### src/rtl/sb_pkg.sv
package sb_pkg;
  typedef enum logic [1:0] {
    WSRC_NONE   = 2'd0,
    WSRC_DIRECT = 2'd1,
    WSRC_DRAIN  = 2'd2
  } wsrc_e;
endpackage

### src/rtl/sb_fifo.sv
module sb_fifo #(
  parameter int unsigned AW    = 8,
  parameter int unsigned DW    = 32,
  parameter int unsigned DEPTH = 4
) (
  input  logic                              clk_i,
  input  logic                              rst_ni,
  input  logic                              push_i,
  input  logic [AW-1:0]                     push_addr_i,
  input  logic [DW-1:0]                     push_data_i,
  input  logic [DW/8-1:0]                   push_be_i,
  input  logic                              pop_i,
  output logic [DEPTH-1:0][AW-1:0]          ent_addr_o,
  output logic [DEPTH-1:0][DW-1:0]          ent_data_o,
  output logic [DEPTH-1:0][DW/8-1:0]        ent_be_o,
  output logic [DEPTH-1:0]                  ent_vld_o,
  output logic [$clog2(DEPTH+1)-1:0]        cnt_o
);
  localparam int unsigned BW = DW / 8;
  localparam int unsigned CW = $clog2(DEPTH + 1);

  logic [CW-1:0]              cnt_q;
  logic [CW-1:0]              wr_idx;
  logic [DEPTH-1:0][AW-1:0]   addr_q;
  logic [DEPTH-1:0][DW-1:0]   data_q;
  logic [DEPTH-1:0][BW-1:0]   be_q;

  // slot 0 is always the oldest; a pop shifts everything down
  assign wr_idx = pop_i ? cnt_q - CW'(1) : cnt_q;

  for (genvar g = 0; g < DEPTH; g++) begin : g_slot
    localparam int unsigned SRC = (g < DEPTH - 1) ? g + 1 : g;
    logic [AW-1:0] nxt_addr;
    logic [DW-1:0] nxt_data;
    logic [BW-1:0] nxt_be;

    always_comb begin
      nxt_addr = addr_q[g];
      nxt_data = data_q[g];
      nxt_be   = be_q[g];
      if (pop_i) begin
        nxt_addr = addr_q[SRC];
        nxt_data = data_q[SRC];
        nxt_be   = be_q[SRC];
      end
      if (push_i && wr_idx == CW'(g)) begin
        nxt_addr = push_addr_i;
        nxt_data = push_data_i;
        nxt_be   = push_be_i;
      end
    end

    always_ff @(posedge clk_i or negedge rst_ni) begin
      if (!rst_ni) begin
        addr_q[g] <= '0;
        data_q[g] <= '0;
        be_q[g]   <= '0;
      end else begin
        addr_q[g] <= nxt_addr;
        data_q[g] <= nxt_data;
        be_q[g]   <= nxt_be;
      end
    end

    assign ent_vld_o[g] = (CW'(g) < cnt_q);
  end

  always_ff @(posedge clk_i or negedge rst_ni) begin
    if (!rst_ni)                cnt_q <= '0;
    else if (push_i && !pop_i)  cnt_q <= cnt_q + CW'(1);
    else if (pop_i && !push_i)  cnt_q <= cnt_q - CW'(1);
  end

  assign ent_addr_o = addr_q;
  assign ent_data_o = data_q;
  assign ent_be_o   = be_q;
  assign cnt_o      = cnt_q;

  assert_no_overflow_R7: assert property (@(posedge clk_i) disable iff (!rst_ni)
    !(push_i && !pop_i && cnt_q == CW'(DEPTH)));
  assert_no_underflow_R4: assert property (@(posedge clk_i) disable iff (!rst_ni)
    pop_i |-> cnt_q != '0);
  assert_pop_frees_R4: assert property (@(posedge clk_i) disable iff (!rst_ni)
    (pop_i && !push_i) |=> cnt_q == $past(cnt_q) - CW'(1));
endmodule

### src/rtl/sb_fwd.sv
module sb_fwd #(
  parameter int unsigned AW    = 8,
  parameter int unsigned DW    = 32,
  parameter int unsigned DEPTH = 4
) (
  input  logic [AW-1:0]               ld_addr_i,
  input  logic [DW-1:0]               cache_data_i,
  input  logic [DEPTH-1:0][AW-1:0]    ent_addr_i,
  input  logic [DEPTH-1:0][DW-1:0]    ent_data_i,
  input  logic [DEPTH-1:0][DW/8-1:0]  ent_be_i,
  input  logic [DEPTH-1:0]            ent_vld_i,
  output logic [DW-1:0]               ld_data_o
);
  localparam int unsigned BW = DW / 8;

  // oldest to youngest so the youngest match wins per lane
  always_comb begin
    ld_data_o = cache_data_i;
    for (int i = 0; i < DEPTH; i++) begin
      if (ent_vld_i[i] && ent_addr_i[i] == ld_addr_i) begin
        for (int b = 0; b < BW; b++) begin
          if (ent_be_i[i][b]) ld_data_o[b*8 +: 8] = ent_data_i[i][b*8 +: 8];
        end
      end
    end
  end
endmodule

### src/rtl/sb_wsel.sv
module sb_wsel #(
  parameter int unsigned AW = 8,
  parameter int unsigned DW = 32
) (
  input  sb_pkg::wsrc_e    src_i,
  input  logic [AW-1:0]    st_addr_i,
  input  logic [DW-1:0]    st_data_i,
  input  logic [DW/8-1:0]  st_be_i,
  input  logic [AW-1:0]    hd_addr_i,
  input  logic [DW-1:0]    hd_data_i,
  input  logic [DW/8-1:0]  hd_be_i,
  output logic             wr_en_o,
  output logic [AW-1:0]    wr_addr_o,
  output logic [DW-1:0]    wr_data_o,
  output logic [DW/8-1:0]  wr_be_o
);
  always_comb begin
    wr_en_o   = 1'b0;
    wr_addr_o = hd_addr_i;
    wr_data_o = hd_data_i;
    wr_be_o   = hd_be_i;
    unique case (src_i)
      sb_pkg::WSRC_DIRECT: begin
        wr_en_o   = 1'b1;
        wr_addr_o = st_addr_i;
        wr_data_o = st_data_i;
        wr_be_o   = st_be_i;
      end
      sb_pkg::WSRC_DRAIN: wr_en_o = 1'b1;
      default: ;
    endcase
  end
endmodule

### src/rtl/store_buffer.sv
module store_buffer #(
  parameter int unsigned AW    = 8,
  parameter int unsigned DW    = 32,
  parameter int unsigned DEPTH = 4
) (
  input  logic            clk_i,
  input  logic            rst_ni,
  input  logic            req_valid_i,
  input  logic            req_we_i,
  input  logic [AW-1:0]   req_addr_i,
  input  logic [DW-1:0]   req_wdata_i,
  input  logic [DW/8-1:0] req_be_i,
  input  logic            req_owned_i,
  output logic            stall_o,
  output logic            full_o,
  output logic [DW-1:0]   load_data_o,
  output logic [AW-1:0]   cache_rd_addr_o,
  input  logic [DW-1:0]   cache_rd_data_i,
  output logic            drain_pending_o,
  output logic [AW-1:0]   drain_addr_o,
  input  logic            drain_owned_i,
  output logic            cache_wr_en_o,
  output logic [AW-1:0]   cache_wr_addr_o,
  output logic [DW-1:0]   cache_wr_data_o,
  output logic [DW/8-1:0] cache_wr_be_o
);
  import sb_pkg::*;
  localparam int unsigned BW = DW / 8;
  localparam int unsigned CW = $clog2(DEPTH + 1);

  logic                     is_st, is_ld, empty, full, direct, drain, push;
  logic [CW-1:0]            cnt;
  logic [DEPTH-1:0][AW-1:0] ent_addr;
  logic [DEPTH-1:0][DW-1:0] ent_data;
  logic [DEPTH-1:0][BW-1:0] ent_be;
  logic [DEPTH-1:0]         ent_vld;
  wsrc_e                    wsrc;

  assign is_st  = req_valid_i & req_we_i;
  assign is_ld  = req_valid_i & ~req_we_i;
  assign empty  = (cnt == '0);
  assign full   = (cnt == CW'(DEPTH));
  // bypass only when nothing older is pending, preserving store order
  assign direct = is_st & empty & req_owned_i;
  assign drain  = ~empty & drain_owned_i;
  assign push   = is_st & ~direct & ~full;
  assign wsrc   = direct ? WSRC_DIRECT : (drain ? WSRC_DRAIN : WSRC_NONE);

  sb_fifo #(.AW(AW), .DW(DW), .DEPTH(DEPTH)) u_fifo (
    .clk_i       (clk_i),
    .rst_ni      (rst_ni),
    .push_i      (push),
    .push_addr_i (req_addr_i),
    .push_data_i (req_wdata_i),
    .push_be_i   (req_be_i),
    .pop_i       (drain),
    .ent_addr_o  (ent_addr),
    .ent_data_o  (ent_data),
    .ent_be_o    (ent_be),
    .ent_vld_o   (ent_vld),
    .cnt_o       (cnt)
  );

  sb_fwd #(.AW(AW), .DW(DW), .DEPTH(DEPTH)) u_fwd (
    .ld_addr_i    (req_addr_i),
    .cache_data_i (cache_rd_data_i),
    .ent_addr_i   (ent_addr),
    .ent_data_i   (ent_data),
    .ent_be_i     (ent_be),
    .ent_vld_i    (ent_vld),
    .ld_data_o    (load_data_o)
  );

  sb_wsel #(.AW(AW), .DW(DW)) u_wsel (
    .src_i     (wsrc),
    .st_addr_i (req_addr_i),
    .st_data_i (req_wdata_i),
    .st_be_i   (req_be_i),
    .hd_addr_i (ent_addr[0]),
    .hd_data_i (ent_data[0]),
    .hd_be_i   (ent_be[0]),
    .wr_en_o   (cache_wr_en_o),
    .wr_addr_o (cache_wr_addr_o),
    .wr_data_o (cache_wr_data_o),
    .wr_be_o   (cache_wr_be_o)
  );

  assign stall_o         = is_st & full;
  assign full_o          = full;
  assign cache_rd_addr_o = req_addr_i;
  assign drain_pending_o = ~empty;
  assign drain_addr_o    = ent_addr[0];

  assert_stall_no_grow_R7: assert property (@(posedge clk_i) disable iff (!rst_ni)
    stall_o |=> cnt <= $past(cnt));
  assert_wr_needs_own_R5: assert property (@(posedge clk_i) disable iff (!rst_ni)
    cache_wr_en_o |-> (req_owned_i || drain_owned_i));
  assert_direct_only_empty_R3: assert property (@(posedge clk_i) disable iff (!rst_ni)
    (cache_wr_en_o && !drain_pending_o) |-> (is_st && req_owned_i && cache_wr_addr_o == req_addr_i));
  assert_owned_store_queued_R9: assert property (@(posedge clk_i) disable iff (!rst_ni)
    (is_st && !empty && !full && !drain_owned_i) |=> cnt == $past(cnt) + CW'(1));
  assert_fwd_clean_R6: assert property (@(posedge clk_i) disable iff (!rst_ni)
    (is_ld && ent_vld == '0) |-> load_data_o == cache_rd_data_i);
endmodule

### config.mk
export PLATFORM = sky130hd
export DESIGN_NAME = store_buffer
export DESIGN_NICKNAME = d
export VERILOG_FILES = /design/src/rtl/sb_pkg.sv /design/src/rtl/sb_fifo.sv /design/src/rtl/sb_fwd.sv /design/src/rtl/sb_wsel.sv /design/src/rtl/store_buffer.sv
export SDC_FILE = /design/constraint.sdc
export NUM_CORES = 1
export LEC_CHECK = 0
export BUFFER_PORTS_ARGS = -buffer_cell sky130_fd_sc_hd__buf_2
export CAP_MARGIN = 10
export CORE_ASPECT_RATIO = 1.1
export CORE_MARGIN = 2
export CORE_UTILIZATION = 30
export CTS_CLUSTER_DIAMETER = 150
export DETAILED_ROUTE_END_ITERATION = 7
export PLACE_DENSITY = 0.57
export SLEW_MARGIN = 0
export SYNTH_ARGS = -nofsm -noshare
export SYNTH_HDL_FRONTEND = slang
export SYNTH_SLANG_ARGS = --single-unit
### constraint.sdc
create_clock -name clk_i -period 6.49 [get_ports clk_i]
set_input_delay 1.298 -clock clk_i [delete_from_list [all_inputs] [get_ports clk_i]]
set_output_delay 1.298 -clock clk_i [all_outputs]
set_load 0.02 [all_outputs]
==> summary.txt, run 1 <==
status = complete, no violations
Clk pin slew, worst setup/hold paths = 0.07 ns
CP required = 5.19 ns
Peak VDD IR = 0.000161 V
Die Span Y = 202 um
initial antenna violation count = 2
top-area cell type share of the netlist area = 42.1%
Hold Vio Cnt, Final = 0
Slew @ Worst Pin = 1.08 ns
hpwl dp = 20300 um
drt total wl = 29500 um
pwr dens = 408 mW/mm^2
Tmin final = 5.37 ns
post-DR vias/cell = 4.98
vias in the first global route = 8246
Worst setup SP type = input port
kind of critical path = in -> out
Max-cap violations = 0
Mapped Cells = 1085
number of antenna diodes = 0
ys flop type = dfrtp_1
setup tns final = 0 ns
max-slew violations = 0
Max FO, Critical Path = 15
total core area = 0.0350 sq mm
syn nets = 1172
IO Port Bufs = 177
distinct cell type count after synthesis = 48
Initial Util = 30.4%
CTS Hold Buffers Added = 0
Hold Slack = 0.507 ns
number of filler cells placed in the layout = 3570
post-cts sizing count = 0
GRT Total Usage = 16.2%
sequential area share after synthesis = 42.1%
first-pass GRT wire length = 47000 um
Detail Route Antenna Nets = 0
Hold Path Stages = 1
Final setup viols = 0
post-synth design cell area = 0.0106 sq mm
CTS tree = done
RSZ-0062 raised after global routing = false
Setup WS pre-CTS = 1.07 ns
Async SR Flop Fraction = 100%
Cell Rows = 72
setup ws final = 1.12 ns
Wirelength per Cell = 17.8 um
full die area = 0.0370 sq mm
DRT iter0 DRCs = 446
maximum clock path buffer count = 2
clock sink count = 179
post-placement cell area = 0.0118 sq mm
EDFF count, synth = 0
Seq cells post-synth = 179
Yosys warning count = 0
Leak = 0.00589 uW
CP endpoint kind = primary output
htree depth = 4
gp weighted congestion = 0.795
Ports = 178
Area Overhead vs Synth = 15.7%
Tcrit/Tclk final = 82.7%
relative slew slack = 27.9%
Syn Area/Cell = 9.81 sq um
clk_lat worst skew = 0.44 ns
total congestion overflow = 0
layout cells sized above 1 = 28.5%
HP Class = reg -> reg
fmax = 186 MHz
Worst EP arrival = 4.07 ns
Die W = 184 um
largest net degree at the start of global routing = 104
Worst Reg-to-Reg Cells = 9
final net count = 1290
drt pass-1 iters = 5
top area cells in the synthesized netlist = dfrtp_1, mux2i_1, mux2_2
total CTS buffers = 17
CTS Root Cell = clkbuf_16
via count = 8265
number of setup buffers added after CTS = 0
cell taking the most area after synthesis = dfrtp_1
Final Cell Area = 0.0123 sq mm
clock skew = 0.0190 ns
DRC Markers = 0
[through the flow]
step                      cells  utilization [%]  power, uW
final                      1660             35.2       5030
after global placement     1628             33.6       3990
after CTS                  1660             35.2       5100
after detailed placement   1628             33.6       4060
after global routing       1660             35.2       5410
after floorplan            1085                -       3470
[metal layers]
layer	share of wire [%]	up-vias	global-route usage, %
met5	0.088	-	0
met4	2.0	4	5.23
met3	3.8	32	2.71
met2	48	195	26.8
met1	46	4005	21.4
li1	-	4029	-
[cell usage after synthesis, drive strengths merged (5+ instances only)]
cell / number
and3: 6
nor2: 75
nor4: 5
nand3: 7
dfrtp: 179
a31o: 17
ha: 5
mux2: 89
xor2: 34
a21oi: 26
o21ai: 139
inv: 29
nor3: 8
nand4: 27
mux2i: 153
nand2: 148
clkbuf: 36
buf: 52
a211o: 29
[where the power goes]
group	internal, uW	switching, uW
registers	1620	456
logic	838	1100
clock network	511	507
[kinds of logic (layout without fill, tap and decap cells)]
family,after synthesis,after routing,synth area share [%]
simple gates,289,289,13.2
mux,242,242,23.8
compound gates,218,218,12.1
flops,179,179,42.1
buf+inv,117,248,5.32
xor+xnor,35,35,2.95
fa+ha+maj,5,5,0.588
[sequential cells by signal, indices dropped and copies added, names as in the netlist]
register / cells
u_fifo.cnt_o: 3
u_fifo.ent_be_o: 16
u_fifo.ent_addr_o: 32
u_fifo.ent_data_o: 128
[critical path, stage by stage]
cell and delay (ns):
buf_2 0.17, xor2_1 0.19, nor3_1 0.54, and2_0 0.78, and3_1 0.59, a31o_2 0.24, a211o_1 0.09, buf_2 0.16
[placed cells by master (no fill, tap or decap), types with 2 or more instances in the layout]
cell,instances
dfrtp_1,179
buf_2,176
mux2i_1,153
nand2_1,148
o21ai_0,139
mux2_2,89
nor2_1,72
xor2_1,33
a211o_1,29
inv_1,28
a21oi_1,24
nand4_1,21
clkbuf_16,17
a31o_2,15
buf_4,9
nand3_1,7
and3_1,6
ha_1,5
inv_6,5
nor3_1,4
nand4_2,4
clkinv_4,4
nor2_4,3
nor3b_1,3
o211ai_1,3
inv_8,3
nor4_2,2
nor3_4,2
nand4_4,2
nor4_4,2
a31o_1,2
nor3_2,2
nand3b_1,2
a31oi_1,2
a21oi_4,2
[layout make-up]
| cell class | instances | area, sq um | share of cell area (%) |
|---|---|---|---|
| clock inverters | 14 | 136 | 1.11 |
| well taps | 444 | 556 | 4.51 |
| inverters | 29 | 109 | 0.883 |
| repair buffers | 187 | 980 | 7.95 |
| flip-flops and latches | 179 | 4480 | 36.3 |
| clock buffers | 18 | 429 | 3.48 |
| multi-input cells | 789 | 5640 | 45.7 |
[final timing paths]
path | from | endpoint | slack, ns
min | u_fifo.ent_data_o[96] | u_fifo.ent_data_o[96] | 0.51
max in group asynchronous | rst_ni | u_fifo.cnt_o[2] | 4.54
min in group asynchronous | rst_ni | u_fifo.ent_data_o[18] | 0.90
max reg2reg | u_fifo.cnt_o[0] | u_fifo.ent_data_o[78] | 2.54
max | req_addr_i[6] | load_data_o[21] | 1.12
min reg2reg | u_fifo.ent_data_o[96] | u_fifo.ent_data_o[96] | 0.51
(Power assumes the default switching activity.)
==> run 2, diff against run 1 <==
--- a/config.mk
+++ b/config.mk
@@ -12,7 +12,7 @@
 export CORE_UTILIZATION = 30
 export CTS_CLUSTER_DIAMETER = 150
 export DETAILED_ROUTE_END_ITERATION = 7
-export PLACE_DENSITY = 0.57
+export PLACE_DENSITY = 0.59
 export SLEW_MARGIN = 0
 export SYNTH_ARGS = -nofsm -noshare
 export SYNTH_HDL_FRONTEND = slang
==> constraint.sdc (replaced) <==
create_clock -name clk_i -period 4.8 [get_ports clk_i]
set_input_delay 0.96 -clock clk_i [delete_from_list [all_inputs] [get_ports clk_i]]
set_output_delay 0.96 -clock clk_i [all_outputs]
set_load 0.02 [all_outputs]
==> run 2 against run 1 <==
Net effect:
- routed wire length decreased by 2.4%
- critical path depth unchanged
- non-clock buffer count increased by 8
- power increased by 35%
- register-to-register slack got worse by 0.88 ns
- sequential power increased by 35%
- worst hold slack about the same
- die area unchanged
- global-route usage decreased by 0.53 points
- cell count increased by 0.48%
- setup slack got worse by 0.52 ns
- via count increased by 0.98%
- critical path type unchanged
==> summary.txt, run 2 (synthesis results as in run 1) <==
initial antenna violation count = 1 (was 2)
switching power = 2760 uW (was 2060 uW)
Combinational Power Share = 38.7% (was 38.5%)
total CTS buffers = 17 (unchanged)
post-cts sizing count = 0 (unchanged)
CTS tree = done (unchanged)
CP endpoint kind = primary output (unchanged)
Leak = 0.00593 uW (was 0.00589 uW)
IO Port Bufs = 177 (unchanged)
R2R setup slack = 1.66 ns (was 2.54 ns)
most common cell after layout, fill and taps aside = dfrtp_1 (unchanged)
hpwl dp = 19600 um (was 20300 um)
CTS Hold Buffers Added = 0 (unchanged)
fmax = 238 MHz
min-delay src = u_fifo.ent_data_o[118] (was u_fifo.ent_data_o[96])
Slew @ Worst Pin = 0.875 ns (was 1.08 ns)
Initial Util = 30.4% (unchanged)
largest net degree at the start of global routing = 94 (was 104)
Final setup viols = 0 (unchanged)
Hold Vio Cnt, Final = 0 (unchanged)
Max FO, Critical Path = 10 (was 15)
CTS Root Cell = clkbuf_16 (unchanged)
Worst setup SP type = input port (unchanged)
via count = 8346 (was 8265)
drt total wl = 28800 um (was 29500 um)
maximum clock path buffer count = 2 (unchanged)
Power Total = 6790 uW (was 5030 uW)
layout cells sized above 1 = 29.1% (was 28.5%)
max-slew violations = 0 (unchanged)
Tcrit/Tclk final = 87.5%
total congestion overflow = 0 (unchanged)
Max-cap violations = 0 (unchanged)
Die Span Y = 202 um (unchanged)
first-pass GRT wire length = 45600 um (was 47000 um)
relative slew slack = 41.6% (was 27.9%)
Peak VDD IR = 0.000191 V (was 0.000161 V)
Worst R2R Start = u_fifo.cnt_o[0] (unchanged)
Sequential Power Share = 41.3% (about the same)
Detail Route Antenna Nets = 0 (unchanged)
number of setup buffers added after CTS = 0 (unchanged)
DRT iter0 DRCs = 421 (was 446)
GRT Total Usage = 15.7% (was 16.2%)
most frequent cells in the layout = dfrtp_1, buf_2, mux2i_1 (unchanged)
post-DR vias/cell = 5.00 (was 4.98)
worst hold endpoint = u_fifo.ent_data_o[118] (was u_fifo.ent_data_o[96])
Wirelength per Cell = 17.3 um (was 17.8 um)
internal power = 4040 uW (was 2970 uW)
switch share = 40.6% (was 41.0%)
clock power share = 20.1% (was 20.2%)
clock sink count = 179 (unchanged)
total core area = 0.0350 sq mm (unchanged)
Worst EP arrival = 3.24 ns (was 4.07 ns)
Clk pin slew, worst setup/hold paths = 0.07 ns (about the same)
Area Overhead vs Synth = 16.5% (was 15.7%)
Finished Layout Cells = 1668 (was 1660)
DRC Markers = 0 (unchanged)
Tmin final = 4.20 ns
kind of critical path = in -> out (unchanged)
CP required = 3.84 ns (was 5.19 ns)
number of antenna diodes = 0 (unchanged)
pwr dens = 548 mW/mm^2 (was 408 mW/mm^2)
gp weighted congestion = 0.771 (was 0.795)
clk_lat worst skew = 0.43 ns (was 0.44 ns)
full die area = 0.0370 sq mm (unchanged)
RSZ-0062 raised after global routing = false (unchanged)
Ports = 178 (unchanged)
Cell Rows = 72 (unchanged)
Die W = 184 um (unchanged)
clock skew = 0.0117 ns (was 0.0190 ns)
htree depth = 4 (unchanged)
status = complete, no violations (unchanged)
placed cells = 1636 (was 1628)
max FFs per register = 128 (unchanged)
setup tns final = 0 ns (unchanged)
Hold Path Stages = 1 (unchanged)
vias in the first global route = 8042 (was 8246)
final net count = 1298 (was 1290)
Worst Reg-to-Reg Cells = 8 (was 9)
end of the worst register-to-register path = u_fifo.ent_data_o[107] (was u_fifo.ent_data_o[78])
drt pass-1 iters = 4 (was 5)
HP Class = reg -> reg (unchanged)
[run 2: cell count changes in the layout (fill, tap and decap cells not counted)]
cell and change:
clkbuf_1 -1, clkinv_2 +2, buf_4 +6, clkinv_4 -4, clkinv_8 -1, buf_12 +2, clkinvlp_4 +2, clkbuf_8 +1
inv_6 +1
[run 2: critical path, cell delays in order]
cell,delay [ns]
buf_2,0.17
xor2_1,0.20
nor4_2,0.49
nand3_1,0.25
o211ai_2,0.60
nor2_1,0.11
a211o_1,0.28
buf_2,0.16
[run 2: stage by stage]
step                      worst slack [ns]  instance area (sq um)  hold slack, ns  utilization (%)
after floorplan                       1.19                  10600           0.481                -
after detailed placement             0.566                  11800           0.495             33.8
after global placement               0.621                  11800           0.490             33.8
final                                0.601                  12400           0.507             35.4
after CTS                            0.561                  12400           0.513             35.4
after global routing                 0.398                  12400           0.518             35.4
[run 2: layer usage]
metal  global-route usage (%)  share of wire, %
met5                        0             0.045
met4                     4.06               1.3
met3                     2.10               3.2
met2                     26.4                49
met1                     21.1                47
[run 2: final cells by class]
| cell class | count | area [sq um] |
|---|---|---|
| fillers | 3531 | 22600 |
| multi-input cells | 789 | 5640 |
| flip-flops and latches | 179 | 4480 |
| repair buffers | 195 | 1060 |
| well taps | 444 | 556 |
| clock buffers | 18 | 439 |
| clock inverters | 14 | 119 |
| inverters | 29 | 109 |
[run 2: power by group through the flow]
stage / clock network (uW) / logic, uW / registers [uW]
final: 1360 / 2630 / 2800
after global routing: 1480 / 2910 / 2900
after CTS: 1420 / 2660 / 2810
after detailed placement: 0 / 2650 / 2830
after global placement: 0 / 2580 / 2820
after floorplan: 0 / 2100 / 2600
[run 2: worst max-delay path by stage]
stage / from / endpoint / slack (ns)
4_1_cts: req_addr_i[3] / load_data_o[20] / 0.56
3_3_place_gp: req_addr_i[3] / load_data_o[20] / 0.62
3_5_place_dp: req_addr_i[7] / load_data_o[18] / 0.57
5_1_grt: req_addr_i[7] / load_data_o[20] / 0.40
6_report: req_addr_i[7] / load_data_o[16] / 0.60
2_1_floorplan: req_addr_i[1] / load_data_o[30] / 1.19
==> run 3, diff against run 2 <==
--- a/config.mk
+++ b/config.mk
@@ -12,7 +12,7 @@
 export CORE_UTILIZATION = 30
 export CTS_CLUSTER_DIAMETER = 150
 export DETAILED_ROUTE_END_ITERATION = 7
-export PLACE_DENSITY = 0.59
+export PLACE_DENSITY = 0.57
 export SLEW_MARGIN = 0
 export SYNTH_ARGS = -nofsm -noshare
 export SYNTH_HDL_FRONTEND = slang
==> constraint.sdc (replaced) <==
create_clock -name clk_i -period 4.7 [get_ports clk_i]
set_input_delay 0.94 -clock clk_i [delete_from_list [all_inputs] [get_ports clk_i]]
set_output_delay 0.94 -clock clk_i [all_outputs]
set_load 0.02 [all_outputs]
==> run 3 against run 2 <==
Net effect:
- power increased by 2.8%
- sequential cell count unchanged
- critical endpoint is now load_data_o[19]
- register-to-register slack got worse by 0.65 ns
==> summary.txt, run 3 (synthesis results as in run 1) <==
fmax = 241 MHz
clock sink count = 179 (unchanged)
Tcrit/Tclk final = 88.3%
initial antenna violation count = 1 (unchanged)
most common cell after layout, fill and taps aside = dfrtp_1 (unchanged)
switching power = 2850 uW (was 2760 uW)
status = complete, no violations (unchanged)
switch share = 40.8% (was 40.6%)
total congestion overflow = 0 (unchanged)
full die area = 0.0370 sq mm (unchanged)
Area Overhead vs Synth = 16.7% (was 16.5%)
Hold Vio Cnt, Final = 0 (unchanged)
CTS tree = done (unchanged)
CP required = 3.76 ns (was 3.84 ns)
Hold Path Stages = 1 (unchanged)
DRC Markers = 0 (unchanged)
Die Span Y = 202 um (unchanged)
Worst R2R Start = u_fifo.cnt_o[0] (unchanged)
Detail Route Antenna Nets = 0 (unchanged)
kind of critical path = in -> out (unchanged)
Worst Reg-to-Reg Cells = 8 (unchanged)
Die W = 184 um (unchanged)
GRT Total Usage = 16.0% (was 15.7%)
number of setup buffers added after CTS = 0 (unchanged)
post-DR vias/cell = 4.96 (was 5.00)
Peak VDD IR = 0.000210 V (was 0.000191 V)
R2R setup slack = 1.01 ns (was 1.66 ns)
first-pass GRT wire length = 46400 um (was 45600 um)
Initial Util = 30.4% (unchanged)
htree depth = 4 (unchanged)
CP endpoint kind = primary output (unchanged)
Max FO, Critical Path = 10 (unchanged)
Hold Slack = 0.508 ns (was 0.507 ns)
largest net degree at the start of global routing = 96 (was 94)
Final setup viols = 0 (unchanged)
Max-cap violations = 0 (unchanged)
vias in the first global route = 8038 (was 8042)
final net count = 1303 (was 1298)
layout cells sized above 1 = 29.4% (was 29.1%)
CTS Root Cell = clkbuf_16 (unchanged)
via count = 8304 (was 8346)
RSZ-0062 raised after global routing = false (unchanged)
drt total wl = 29200 um (was 28800 um)
Slew @ Worst Pin = 0.953 ns (was 0.875 ns)
Worst setup endpoint = load_data_o[19] (was load_data_o[16])
internal power = 4140 uW (was 4040 uW)
number of antenna diodes = 0 (unchanged)
Leak = 0.00597 uW (was 0.00593 uW)
maximum clock path buffer count = 2 (unchanged)
HP Class = reg -> reg (unchanged)
Tmin final = 4.15 ns
post-cts sizing count = 0 (unchanged)
Combinational Power Share = 38.5% (was 38.7%)
most frequent cells in the layout = dfrtp_1, buf_2, mux2i_1 (unchanged)
pwr dens = 562 mW/mm^2 (was 548 mW/mm^2)
hpwl dp = 19700 um (was 19600 um)
end of the worst register-to-register path = u_fifo.ent_addr_o[23] (was u_fifo.ent_data_o[107])
clock skew = 0.0149 ns (was 0.0117 ns)
IO Port Bufs = 177 (unchanged)
gp weighted congestion = 0.755 (was 0.771)
Sequential Power Share = 41.1% (was 41.3%)
min-delay src = u_fifo.ent_data_o[113] (was u_fifo.ent_data_o[118])
Worst EP arrival = 3.21 ns (was 3.24 ns)
max-slew violations = 0 (unchanged)
clock power share = 20.4% (was 20.1%)
max FFs per register = 128 (unchanged)
clk_lat worst skew = 0.45 ns (was 0.43 ns)
drt pass-1 iters = 5 (was 4)
setup tns final = 0 ns (unchanged)
Worst setup SP type = input port (unchanged)
relative slew slack = 36.5% (was 41.6%)
Ports = 178 (unchanged)
DRT iter0 DRCs = 472 (was 421)
Clk pin slew, worst setup/hold paths = 0.07 ns (about the same)
total CTS buffers = 17 (unchanged)
Cell Rows = 72 (unchanged)
CP Launch Point = req_addr_i[3] (was req_addr_i[7])
Wirelength per Cell = 17.5 um (was 17.3 um)
CTS Hold Buffers Added = 0 (unchanged)
total core area = 0.0350 sq mm (unchanged)
==> run 3: layout make-up <==
cell class | count | area, sq um
clock buffers | 18 | 439
clock inverters | 14 | 131
fillers | 3549 | 22600
inverters | 29 | 109
multi-input cells | 789 | 5640
flip-flops and latches | 179 | 4480
well taps | 444 | 556
repair buffers | 200 | 1080
==> run 3: worst max-delay path, cell delays in order <==
cell,delay (ns)
buf_2,0.18
xor2_1,0.19
nor4_2,0.48
nand3_1,0.27
o211ai_2,0.59
nor2_1,0.11
a211o_1,0.28
buf_2,0.16
==> run 3: worst min-delay path by stage <==
stage | slack [ns] | end
5_1_grt | 0.52 | u_fifo.ent_data_o[119]
6_report | 0.51 | u_fifo.ent_data_o[113]
3_5_place_dp | 0.50 | u_fifo.ent_data_o[122]
3_3_place_gp | 0.49 | u_fifo.ent_data_o[118]
4_1_cts | 0.51 | u_fifo.ent_data_o[125]
2_1_floorplan | 0.48 | u_fifo.ent_data_o[112]
==> run 3: power groups by stage <==
stage	clock, uW	sequential, uW	combinational [uW]
floorplan	0	2660	2140
finish	1430	2870	2690
global placement	0	2880	2660
CTS	1470	2870	2730
global route	1530	2980	3000
detailed placement	0	2890	2720
==> run 3: per-layer routing <==
metal,wire (um),share of wire (%),up-vias,GRT usage [%]
li1,-,-,4077,-
met1,13700,47,4040,22.0
met2,14100,48,167,26.5
met3,1080,3.7,18,2.30
met4,302,1.0,2,3.91
met5,11,0.038,-,0
==> run 3: through the flow <==
step | total power [uW] | util [%] | cell area, sq um | instances | setup WS (ns)
final | 6990 | 35.5 | 12400 | 1673 | 0.549
after global placement | 5540 | 33.8 | 11900 | 1641 | 0.582
after floorplan | 4800 | - | 10600 | 1085 | 1.13
after global routing | 7510 | 35.5 | 12400 | 1673 | 0.353
after CTS | 7070 | 35.5 | 12400 | 1673 | 0.500
after detailed placement | 5610 | 33.8 | 11900 | 1641 | 0.493
